$ cat config.mk
export PLATFORM = sky130hd
export DESIGN_NAME = keyed_watchdog
export DESIGN_NICKNAME = d
export VERILOG_FILES = /design/src/rtl/kwd_pkg.sv /design/src/rtl/kwd_keygate.sv /design/src/rtl/kwd_counter.sv /design/src/rtl/kwd_stage.sv /design/src/rtl/keyed_watchdog.sv
export SDC_FILE = /design/constraint.sdc
export NUM_CORES = 1
export LEC_CHECK = 0
export ABC_AREA = 1
export BUFFER_PORTS_ARGS = -buffer_cell sky130_fd_sc_hd__buf_4
export CAP_MARGIN = 30
export CORE_MARGIN = 4
export CORE_UTILIZATION = 55
export DETAILED_ROUTE_END_ITERATION = 8
export PLACE_DENSITY_LB_ADDON = 0.08
export SYNTH_ARGS = -nofsm -noshare
export SYNTH_HDL_FRONTEND = slang
export SYNTH_SLANG_ARGS = --single-unit
export TNS_END_PERCENT = 50
$ cat constraint.sdc
create_clock -name clk -period 4 [get_ports clk]
set_clock_uncertainty 0.2 [all_clocks]
set_input_delay 0.4 -clock clk [delete_from_list [all_inputs] [get_ports clk]]
set_output_delay 0.4 -clock clk [all_outputs]
set_load 0.01 [all_outputs]
$ cat src/rtl/kwd_pkg.sv
package kwd_pkg;
  // Expiry stage of the watchdog
  typedef enum logic [1:0] {
    ST_ARMED  = 2'd0,
    ST_WARNED = 2'd1,
    ST_FIRED  = 2'd2
  } stage_e;
endpackage

$ cat src/rtl/kwd_keygate.sv
// Decides whether a control word is taken and holds enable and key.
module kwd_keygate #(
  parameter int KEY_W = 7,
  parameter int CNT_W = 8,
  localparam int EN_BIT  = CNT_W,
  localparam int KEY_LSB = CNT_W + 1,
  localparam int USED_W  = KEY_LSB + KEY_W
) (
  input  logic              clk,
  input  logic              rst_n,
  input  logic              wr_valid,
  input  logic [USED_W-1:0] wr_word,
  output logic              accept,
  output logic              run_cmd,
  output logic [CNT_W:0]    load_val
);
  logic             en_q;
  logic [KEY_W-1:0] key_q;
  logic [KEY_W-1:0] key_in;
  logic [CNT_W-1:0] cnt_in;
  logic             key_ok;

  assign key_in  = wr_word[KEY_LSB +: KEY_W];
  assign cnt_in  = wr_word[CNT_W-1:0];
  assign run_cmd = wr_word[EN_BIT];
  assign key_ok  = !en_q || (key_in == ~key_q);
  assign accept  = wr_valid && key_ok;

  // a zero field stands for the full 2**CNT_W span
  assign load_val = (cnt_in == '0) ? {1'b1, {CNT_W{1'b0}}} : {1'b0, cnt_in};

  always_ff @(posedge clk) begin
    if (!rst_n) begin
      en_q  <= 1'b0;
      key_q <= '0;
    end else if (accept) begin
      en_q  <= run_cmd;
      key_q <= key_in;
    end
  end
endmodule

$ cat src/rtl/kwd_counter.sv
// Tick-driven down counter with load, grace reload and halt.
module kwd_counter #(
  parameter int W     = 9,
  parameter int GRACE = 1
) (
  input  logic         clk,
  input  logic         rst_n,
  input  logic         load,
  input  logic [W-1:0] load_val,
  input  logic         load_run,
  input  logic         tick,
  input  logic         halt,
  output logic         expire
);
  localparam logic [W-1:0] GRACE_V = W'(GRACE);
  localparam logic [W-1:0] ONE_V   = W'(1);

  logic [W-1:0] cnt_q;
  logic         run_q;

  // a write in the same cycle swallows the tick
  assign expire = tick && run_q && !load && (cnt_q == ONE_V);

  always_ff @(posedge clk) begin
    if (!rst_n) begin
      cnt_q <= '0;
      run_q <= 1'b0;
    end else if (load) begin
      cnt_q <= load_val;
      run_q <= load_run;
    end else if (tick && run_q) begin
      if (expire) begin
        if (halt) begin
          cnt_q <= '0;
          run_q <= 1'b0;
        end else begin
          cnt_q <= GRACE_V;
        end
      end else begin
        cnt_q <= cnt_q - ONE_V;
      end
    end
  end
endmodule

$ cat src/rtl/kwd_stage.sv
// Two-stage expiry sequencer: interrupt first, reset request second.
module kwd_stage
  import kwd_pkg::*;
(
  input  logic clk,
  input  logic rst_n,
  input  logic clear,
  input  logic expire,
  output logic warned,
  output logic nmi,
  output logic rst_req
);
  stage_e stage_q;
  stage_e stage_d;
  logic   req_q;

  always_comb begin
    stage_d = stage_q;
    if (clear) begin
      stage_d = ST_ARMED;
    end else if (expire) begin
      unique case (stage_q)
        ST_ARMED:  stage_d = ST_WARNED;
        ST_WARNED: stage_d = ST_FIRED;
        default:   stage_d = stage_q;
      endcase
    end
  end

  always_ff @(posedge clk) begin
    if (!rst_n) begin
      stage_q <= ST_ARMED;
      req_q   <= 1'b0;
    end else begin
      stage_q <= stage_d;
      req_q   <= !clear && expire && (stage_q == ST_WARNED);
    end
  end

  assign warned  = (stage_q == ST_WARNED);
  assign nmi     = (stage_q != ST_ARMED);
  assign rst_req = req_q;
endmodule

$ cat src/rtl/keyed_watchdog.sv
module keyed_watchdog #(
  parameter int DATA_W = 32,
  parameter int KEY_W  = 7,
  parameter int CNT_W  = 8,
  parameter int GRACE  = 1,
  localparam int USED_W = CNT_W + 1 + KEY_W
) (
  input  logic              clk,
  input  logic              rst_n,
  input  logic              tick,
  input  logic              wr_valid,
  output logic              wr_ready,
  input  logic [DATA_W-1:0] wr_data,
  output logic              nmi,
  output logic              rst_req
);
  logic           wr_accept;
  logic           run_cmd;
  logic [CNT_W:0] load_val;
  logic           expire;
  logic           warned;

  wire unused_hi = ^wr_data[DATA_W-1:USED_W];

  assign wr_ready = 1'b1;

  kwd_keygate #(.KEY_W(KEY_W), .CNT_W(CNT_W)) u_gate (
    .clk      (clk),
    .rst_n    (rst_n),
    .wr_valid (wr_valid),
    .wr_word  (wr_data[USED_W-1:0]),
    .accept   (wr_accept),
    .run_cmd  (run_cmd),
    .load_val (load_val)
  );

  kwd_counter #(.W(CNT_W + 1), .GRACE(GRACE)) u_cnt (
    .clk      (clk),
    .rst_n    (rst_n),
    .load     (wr_accept),
    .load_val (load_val),
    .load_run (run_cmd),
    .tick     (tick),
    .halt     (warned),
    .expire   (expire)
  );

  kwd_stage u_stage (
    .clk     (clk),
    .rst_n   (rst_n),
    .clear   (wr_accept),
    .expire  (expire),
    .warned  (warned),
    .nmi     (nmi),
    .rst_req (rst_req)
  );
endmodule

==> reports/metrics.cfg, run 1 <==
[outcome]
outcome = finished clean

[worst_setup_path]
crit_type = flop to flop
crit_fanout = 30
critPathSlowestCell = nand2_2
reg2regPathDepth = 12
cpPeakStageDelay_ns = 0.40
rr_startpoint = u_gate.key_q[4]$_SDFFE_PN0N_
crit_top_cell = nand2_1
worst_setup_path_end_kind = flop
path_cells = inv_1 -> nand2_1 -> nand2_1 -> nand2_1 -> nor2_2 -> nand2_2 -> nand2_2 -> nand2_2 -> nand2_1 -> nor2_1 -> nand2_1 -> a21boi_0
rrSetupSlack_ns = 2.03
critical_path_arrival_ns = 2.01
cp.required_ns = 4.03
critPathLaunchType = flop
timing.rr.end = u_stage.stage_q[1]$_SDFFE_PP0P_

[layout]
final_cell_area_sq_um = 1490
final_common_cell = nand2_1
fin_util_pct = 66.1
nets = 255
syn2layout_area_growth_pct = 12.0
drive_gt1_share_pct = 18.5
final_cell_mix = 40 x nand2_1, 30 x inv_1, 26 x nor2_1, 24 x nand3_1
n_fill_cell = 209
diodes = 0

[yosys]
synth_ff_type = dfxtp_1
synth_edf_count = 0
synth.distinct_cells = 26
synth_top_family_by_area = simple AND/OR/NAND/NOR gates
synthCells = 198
postSynth.asyncResetShare_pct = 0
ys_seq_area_share_pct = 31.6
synth_compound_area_share_pct = 7.52
yosys_warnings = 0
syn-num-nets = 236
synthMuxAreaShare_pct = 0
synth-seq-cells = 21
syn_area_sq_um = 1330
synth-xor-area-share_pct = 5.26
synth-simple-area-share_pct = 40.3
synth_fa_ha_area_share_pct = 1.88
syn-mean-instance-area_sq_um = 6.72

[sta]
worst_pin_slew_ns = 0.529
min_period_over_period_pct = 49.4
rsz0062_at_grt = no
drv_slew = 0
setup_viol = 0
period_needed_ns = 1.97
finalHoldViolations = 0
tns_ns = 0
fmax_mhz = 506
relSlewSlack_pct = 64.6

[cts]
cts.htree.levels = 1
root_buffer = clkbuf_4
clockBufferDepth = 2
clk_pin_slew_ns = 0.14
numClockSinks = 21
cts_tree = done
numCtsBuffers = 3
hold_buffers = 0
post_cts_buffers = 0
clk_latency_ns = 0.31
ctsResizeCount = 0

[global_routing]
grt_overflow = 0
grt_first_pass_wirelength_um = 5130
antenna_found_initial = 0
grt_start_max_net_pins = 31
track_usage_pct = 19.4
grt_pass1_vias = 1275

[min_path]
holdPathStages = 3
min_delay_worst_endpoint = u_gate.en_q$_SDFFE_PN0N_
min_path_type = primary input to flop
hp-start = wr_data[8]

[detailed_routing]
drt-initial-drc-count = 48
drc = 0
wire_per_inst_um = 11.9
num_vias = 1287
wirelength_um = 2900
antenna_left = 0
vias_per_cell = 5.27
firstDrtPassIters = 4

[power_and_ir_drop]
power_frac_comb_pct = 25.8
fin_total_pwr_uw = 465
p_int_uw = 312
power_frac_seq_pct = 50.6
p_sw_uw = 153
power_density_nw_per_um2 = 312
leakagePower_uw = 0.000761
clock_power_share_pct = 23.7
peakVddDrop_mv = 0.209
switching_share_pct = 32.9

[floorplanning]
rows = 17
initial_core_util_pct = 59.0
core_sq_um = 2250
num_io_pins = 39
die_x_um = 57.2
die_y_um = 57.2
dieArea_sq_um = 3270

[run]
cap_violations = 0

[placed_design]
placed_area_sq_um = 1460
gp_congestion = 0.880
portBuffers = 21
dpl.hpwl_um = 2180

-- cell usage after synthesis, types with 2 or more instances --
| cell | count | area share (%) |
|---|---|---|
| nand2_2 | 8 | 3.8 |
| xor2_1 | 3 | 2.0 |
| buf_6 | 2 | 1.7 |
| nand4_1 | 9 | 4.2 |
| xnor2_1 | 5 | 3.3 |
| a21oi_1 | 3 | 1.1 |
| inv_1 | 30 | 8.5 |
| buf_2 | 2 | 0.75 |
| nor3_1 | 2 | 0.75 |
| nor2_2 | 3 | 1.4 |
| nand3_1 | 24 | 9.0 |
| nor4_1 | 2 | 0.94 |
| dfxtp_1 | 21 | 32 |
| buf_4 | 2 | 1.1 |
| o21ai_1 | 6 | 2.3 |
| ha_1 | 2 | 1.9 |
| nor2_1 | 26 | 7.3 |
| nand2_1 | 40 | 11 |
-- critical path: cells and delay by family (launching register included) --
kind	cells	cell delay [ns]
DFF	1	0.35
buffers and inverters	1	0.05
and+or+nand+nor	10	1.10
AOI/OAI and AO/OA	1	0.19
-- metal layers --
metal / vias up / GRT usage (%) / share of wire [%]
met5: - / 0 / 0
met2: 30 / 35.4 / 50
met4: 0 / 5.96 / 0.59
li1: 662 / - / -
met3: 2 / 2.94 / 5.4
met1: 593 / 23.2 / 44
-- worst max path at each step --
stage,from,end,slack [ns],cells after the start
5_1_grt,u_gate.key_q[6]$_SDFFE_PN0N_,u_stage.stage_q[1]$_SDFFE_PP0P_,1.68,12
2_1_floorplan,wr_data[14],u_gate.key_q[1]$_SDFFE_PN0N_,2.41,12
4_1_cts,u_gate.key_q[4]$_SDFFE_PN0N_,u_stage.stage_q[1]$_SDFFE_PP0P_,2.00,12
3_5_place_dp,wr_data[11],u_stage.stage_q[1]$_SDFFE_PP0P_,1.82,12
3_3_place_gp,wr_data[11],u_cnt.run_q$_SDFFE_PN0P_,1.95,13
6_report,u_gate.key_q[4]$_SDFFE_PN0N_,u_stage.stage_q[1]$_SDFFE_PP0P_,2.03,12
-- final cells by class --
| class | count | area, sq um | share of cell area, % |
|---|---|---|---|
| clock buffer | 3 | 22.5 | 1.51 |
| clock inverter | 1 | 7.51 | 0.503 |
| inverter | 30 | 113 | 7.55 |
| multi-input combinational | 140 | 736 | 49.3 |
| sequential | 21 | 420 | 28.2 |
| tap | 28 | 35.0 | 2.35 |
| timing repair buffer | 21 | 158 | 10.6 |
-- flip-flops by register name, indices dropped and copies added (netlist names) --
name / flops
u_stage.rst_req: 1
u_cnt.cnt_q: 9
u_gate.en_q: 1
u_gate.key_q: 7
u_stage.stage_q: 2
u_cnt.run_q: 1
-- per-stage QoR --
stage | worst slack [ns] | cells | hold WS (ns)
6_report | 2.03 | 244 | 0.131
2_1_floorplan | 2.41 | 198 | 0.243
4_1_cts | 2.00 | 244 | 0.131
3_5_place_dp | 1.82 | 240 | 0.261
5_1_grt | 1.68 | 244 | 0.125
3_3_place_gp | 1.95 | 240 | 0.250
-- power groups by stage --
| stage | registers (uW) | clock network (uW) | logic [uW] |
|---|---|---|---|
| 6_report | 235 | 110 | 120 |
| 3_3_place_gp | 239 | 0 | 115 |
| 3_5_place_dp | 240 | 0 | 119 |
| 2_1_floorplan | 237 | 0 | 93.2 |
| 5_1_grt | 237 | 121 | 136 |
| 4_1_cts | 235 | 113 | 120 |
-- logic make-up (layout without fill, tap and decap cells) --
kind of cell / count (synthesis) / after routing
compound gates: 14 / 14
xor+xnor: 8 / 8
fa+ha+maj: 2 / 2
buf+inv: 37 / 55
flops: 21 / 21
other cells: 1 / 1
simple gates: 115 / 115
No activity file was read; power rests on OpenSTA's default activity.
==> run 2: changes to the inputs <==
--- a/config.mk
+++ b/config.mk
@@ -9,7 +9,7 @@
 export BUFFER_PORTS_ARGS = -buffer_cell sky130_fd_sc_hd__buf_4
 export CAP_MARGIN = 30
 export CORE_MARGIN = 4
-export CORE_UTILIZATION = 55
+export CORE_UTILIZATION = 46
 export DETAILED_ROUTE_END_ITERATION = 8
 export PLACE_DENSITY_LB_ADDON = 0.08
 export SYNTH_ARGS = -nofsm -noshare
==> constraint.sdc (replaced) <==
create_clock -name clk -period 1.7 [get_ports clk]
set_clock_uncertainty 0.2 [all_clocks]
set_input_delay 0.17 -clock clk [delete_from_list [all_inputs] [get_ports clk]]
set_output_delay 0.17 -clock clk [all_outputs]
set_load 0.01 [all_outputs]
==> run 2 against run 1 <==
Effect of this change:
- setup slack worse by 2.0 ns
- combinational power rose to 3.0 times the previous value
- power rose to 2.5 times the previous value
- count of clock-buffer cells in the layout stayed put
- sequential share of layout area fell by 4.4 points
- sequential power is 140% higher
- largest power group unchanged
- maximum frequency up 19%
- via count grew 6.8%
- die area up 17%
- largest cell class unchanged
- register-to-register slack worse by 2.0 ns
- critical path type unchanged
==> reports/metrics.cfg, run 2 (same netlist as run 1, synthesis figures left out) <==
[sta]
setup_viol = 0  ; unchanged
tns_ns = 0  ; unchanged
finalHoldViolations = 0  ; unchanged
setup_ws_ns = 0.0455  ; -1.98 ns
timing.hold.ws_ns = 0.0105  ; -0.121 ns
min_period_over_period_pct = 97.3  ; +48 points
drv_slew = 0  ; unchanged
fmax_mhz = 604  ; +19%
rsz0062_at_grt = yes
period_needed_ns = 1.65  ; -0.320 ns

[min_path]
min_delay_worst_endpoint = u_cnt.cnt_q[0]$_SDFFE_PN0P_
hp-start = wr_data[0]
holdPathStages = 5  ; +2
min_path_type = primary input to flop

[layout]
largest-register = u_cnt.cnt_q
reg_top3 = u_cnt.cnt_q x9, u_gate.key_q x7, u_stage.stage_q x2
final_common_cell = nand2_1
syn2layout_area_growth_pct = 35.3
final_cell_mix = 39 x nand2_1, 30 x buf_4, 28 x inv_1, 25 x nor2_1, 24 x nand3_1
largest_reg_flops = 9  ; unchanged
regArea_sq_um = 429  ; +2.1%
nets = 283  ; +11%
multi_input_area_sq_um = 758  ; +3.1%
fin_util_pct = 65.3  ; -0.81 points
n_fill_cell = 251  ; +20%
diodes = 0  ; unchanged
drive_gt1_share_pct = 26.2  ; +7.7 points

[worst_setup_path]
crit_fanout = 9  ; -70%
crit_buf_inv = 3  ; +2
crit_top_cell = nand2_1
reg2regPathDepth = 12  ; unchanged
rr_startpoint = u_gate.key_q[2]$_SDFFE_PN0N_
cp.required_ns = 1.75  ; -2.28 ns
critPathLaunchType = flop
cpPeakStageDelay_ns = 0.35  ; -0.05 ns
rrSetupSlack_ns = 0.05  ; -1.98 ns
cp_top_family = simple AND/OR/NAND/NOR gates
path_cells = nand2_1 -> inv_1 -> nor2_1 -> nand2_1 -> nor2_2 -> nand2_2 -> a21boi_4 -> buf_12 -> nand2_1 -> nand2_1 -> inv_1 -> a21oi_2
timing.rr.end = u_cnt.cnt_q[0]$_SDFFE_PN0P_
crit_type = flop to flop
worst_setup_path_end_kind = flop
critPathSlowestCell = dfxtp_2
critical_path_arrival_ns = 1.70  ; -0.31 ns

[detailed_routing]
drc = 0  ; unchanged
wirelength_um = 3260  ; +12%
num_vias = 1375  ; +6.8%
firstDrtPassIters = 4  ; unchanged
antenna_left = 0  ; unchanged
wire_per_inst_um = 11.9  ; -0.24%
drt-initial-drc-count = 47  ; -2.1%
vias_per_cell = 5.00  ; -5.2%

[cts]
numClockSinks = 21  ; unchanged
numCtsBuffers = 3  ; unchanged
clockBufferDepth = 2  ; unchanged
cts.htree.levels = 1  ; unchanged
clk_latency_ns = 0.30  ; about the same
cts_tree = done
root_buffer = clkbuf_4
clk_pin_slew_ns = 0.12  ; -0.02 ns

[floorplanning]
initial_core_util_pct = 48.3  ; -11 points
rows = 19  ; +2
die_y_um = 61.8  ; +8.0%
num_io_pins = 39  ; unchanged
die_x_um = 61.8  ; +8.0%
core_sq_um = 2760  ; +22%
dieArea_sq_um = 3820  ; +17%

[placed_design]
gp_congestion = 0.910  ; +3.3%
dp_slack_ns = 0.0459  ; -1.78 ns
dpl.hpwl_um = 2250  ; +3.5%
portBuffers = 21  ; unchanged

[power_and_ir_drop]
leakagePower_uw = 0.000907  ; +19%
fin_total_pwr_uw = 1160  ; +150%
peakVddDrop_mv = 0.664  ; +220%
power_density_nw_per_um2 = 645  ; +110%

[outcome]
outcome = finished clean

[global_routing]
antenna_found_initial = 0  ; unchanged
grt_overflow = 0  ; unchanged
grt_first_pass_wirelength_um = 5310  ; +3.5%
grt_pass1_vias = 1302  ; +2.1%
grt_start_max_net_pins = 18  ; -42%
track_usage_pct = 18.3  ; -1.1 points

[run]
cap_violations = 0  ; unchanged

run 2: changes by cell type in the layout (fill, tap and decap cells not counted), sizes merged:
cell         before  now
buf              21   32
clkinv            0    1
clkinvlp          1    0
dlygate4sd3       0   17
run 2: metrics by stage:
stage / instance area (sq um) / cells
after floorplan: 1330 / 198
after global placement: 1560 / 252
after detailed placement: 1560 / 252
after CTS: 1750 / 272
after global routing: 1800 / 275
final: 1800 / 275
run 2: cell type report:
type | instances | share of cell area, %
timing repair buffer | 49 | 24.2
tap | 31 | 2.15
inverter | 30 | 6.25
multi-input combinational | 140 | 42.1
sequential | 21 | 23.8
clock buffer | 3 | 1.25
clock inverter | 1 | 0.278
run 2: tightest hold or removal path: cells and delay by family:
| family | cells | cell delay [ns] |
|---|---|---|
| AO/OA/AOI/OAI | 1 | 0.05 |
| AND/OR/NAND/NOR | 2 | 0.09 |
| buffers and inverters | 2 | 0.17 |
run 2: timing repair:
action	in CTS	in global routing
gates resized for setup	0	16
setup buffers	0	2
hold buffers	16	1
setup endpoints to repair	0	20
endpoints found under the hold margin	17	1
run 2: layer usage:
layer	vias to the layer above	track usage, %	wire (um)
met4	0	7.88	110
li1	715	-	-
met5	-	0	0
met2	25	32.7	1660
met3	12	2.27	85
met1	623	21.8	1410
run 2: how the worst max path moves through the flow:
| stage | startpoint | end | slack [ns] | cells past startpoint |
|---|---|---|---|---|
| after floorplan | u_cnt.cnt_q[1]$_SDFFE_PN0P_ | u_cnt.cnt_q[2]$_SDFFE_PN0P_ | 0.17 | 9 |
| after global placement | u_cnt.cnt_q[1]$_SDFFE_PN0P_ | u_cnt.run_q$_SDFFE_PN0P_ | 0.08 | 9 |
| after detailed placement | u_gate.key_q[1]$_SDFFE_PN0N_ | u_cnt.cnt_q[7]$_SDFFE_PN0P_ | 0.05 | 13 |
| after CTS | u_gate.key_q[1]$_SDFFE_PN0N_ | u_cnt.cnt_q[7]$_SDFFE_PN0P_ | 0.03 | 13 |
| after global routing | u_gate.key_q[5]$_SDFFE_PN0N_ | u_cnt.cnt_q[7]$_SDFFE_PN0P_ | -0.08 | 13 |
| final | u_gate.key_q[2]$_SDFFE_PN0N_ | u_cnt.cnt_q[0]$_SDFFE_PN0P_ | 0.05 | 12 |
run 2: report_power, final:
group          switching, uW  internal (uW)  total [uW]
combinational            180            183         362
clock                    155           87.6         243
sequential              31.7            526         558
total                    367            796        1160
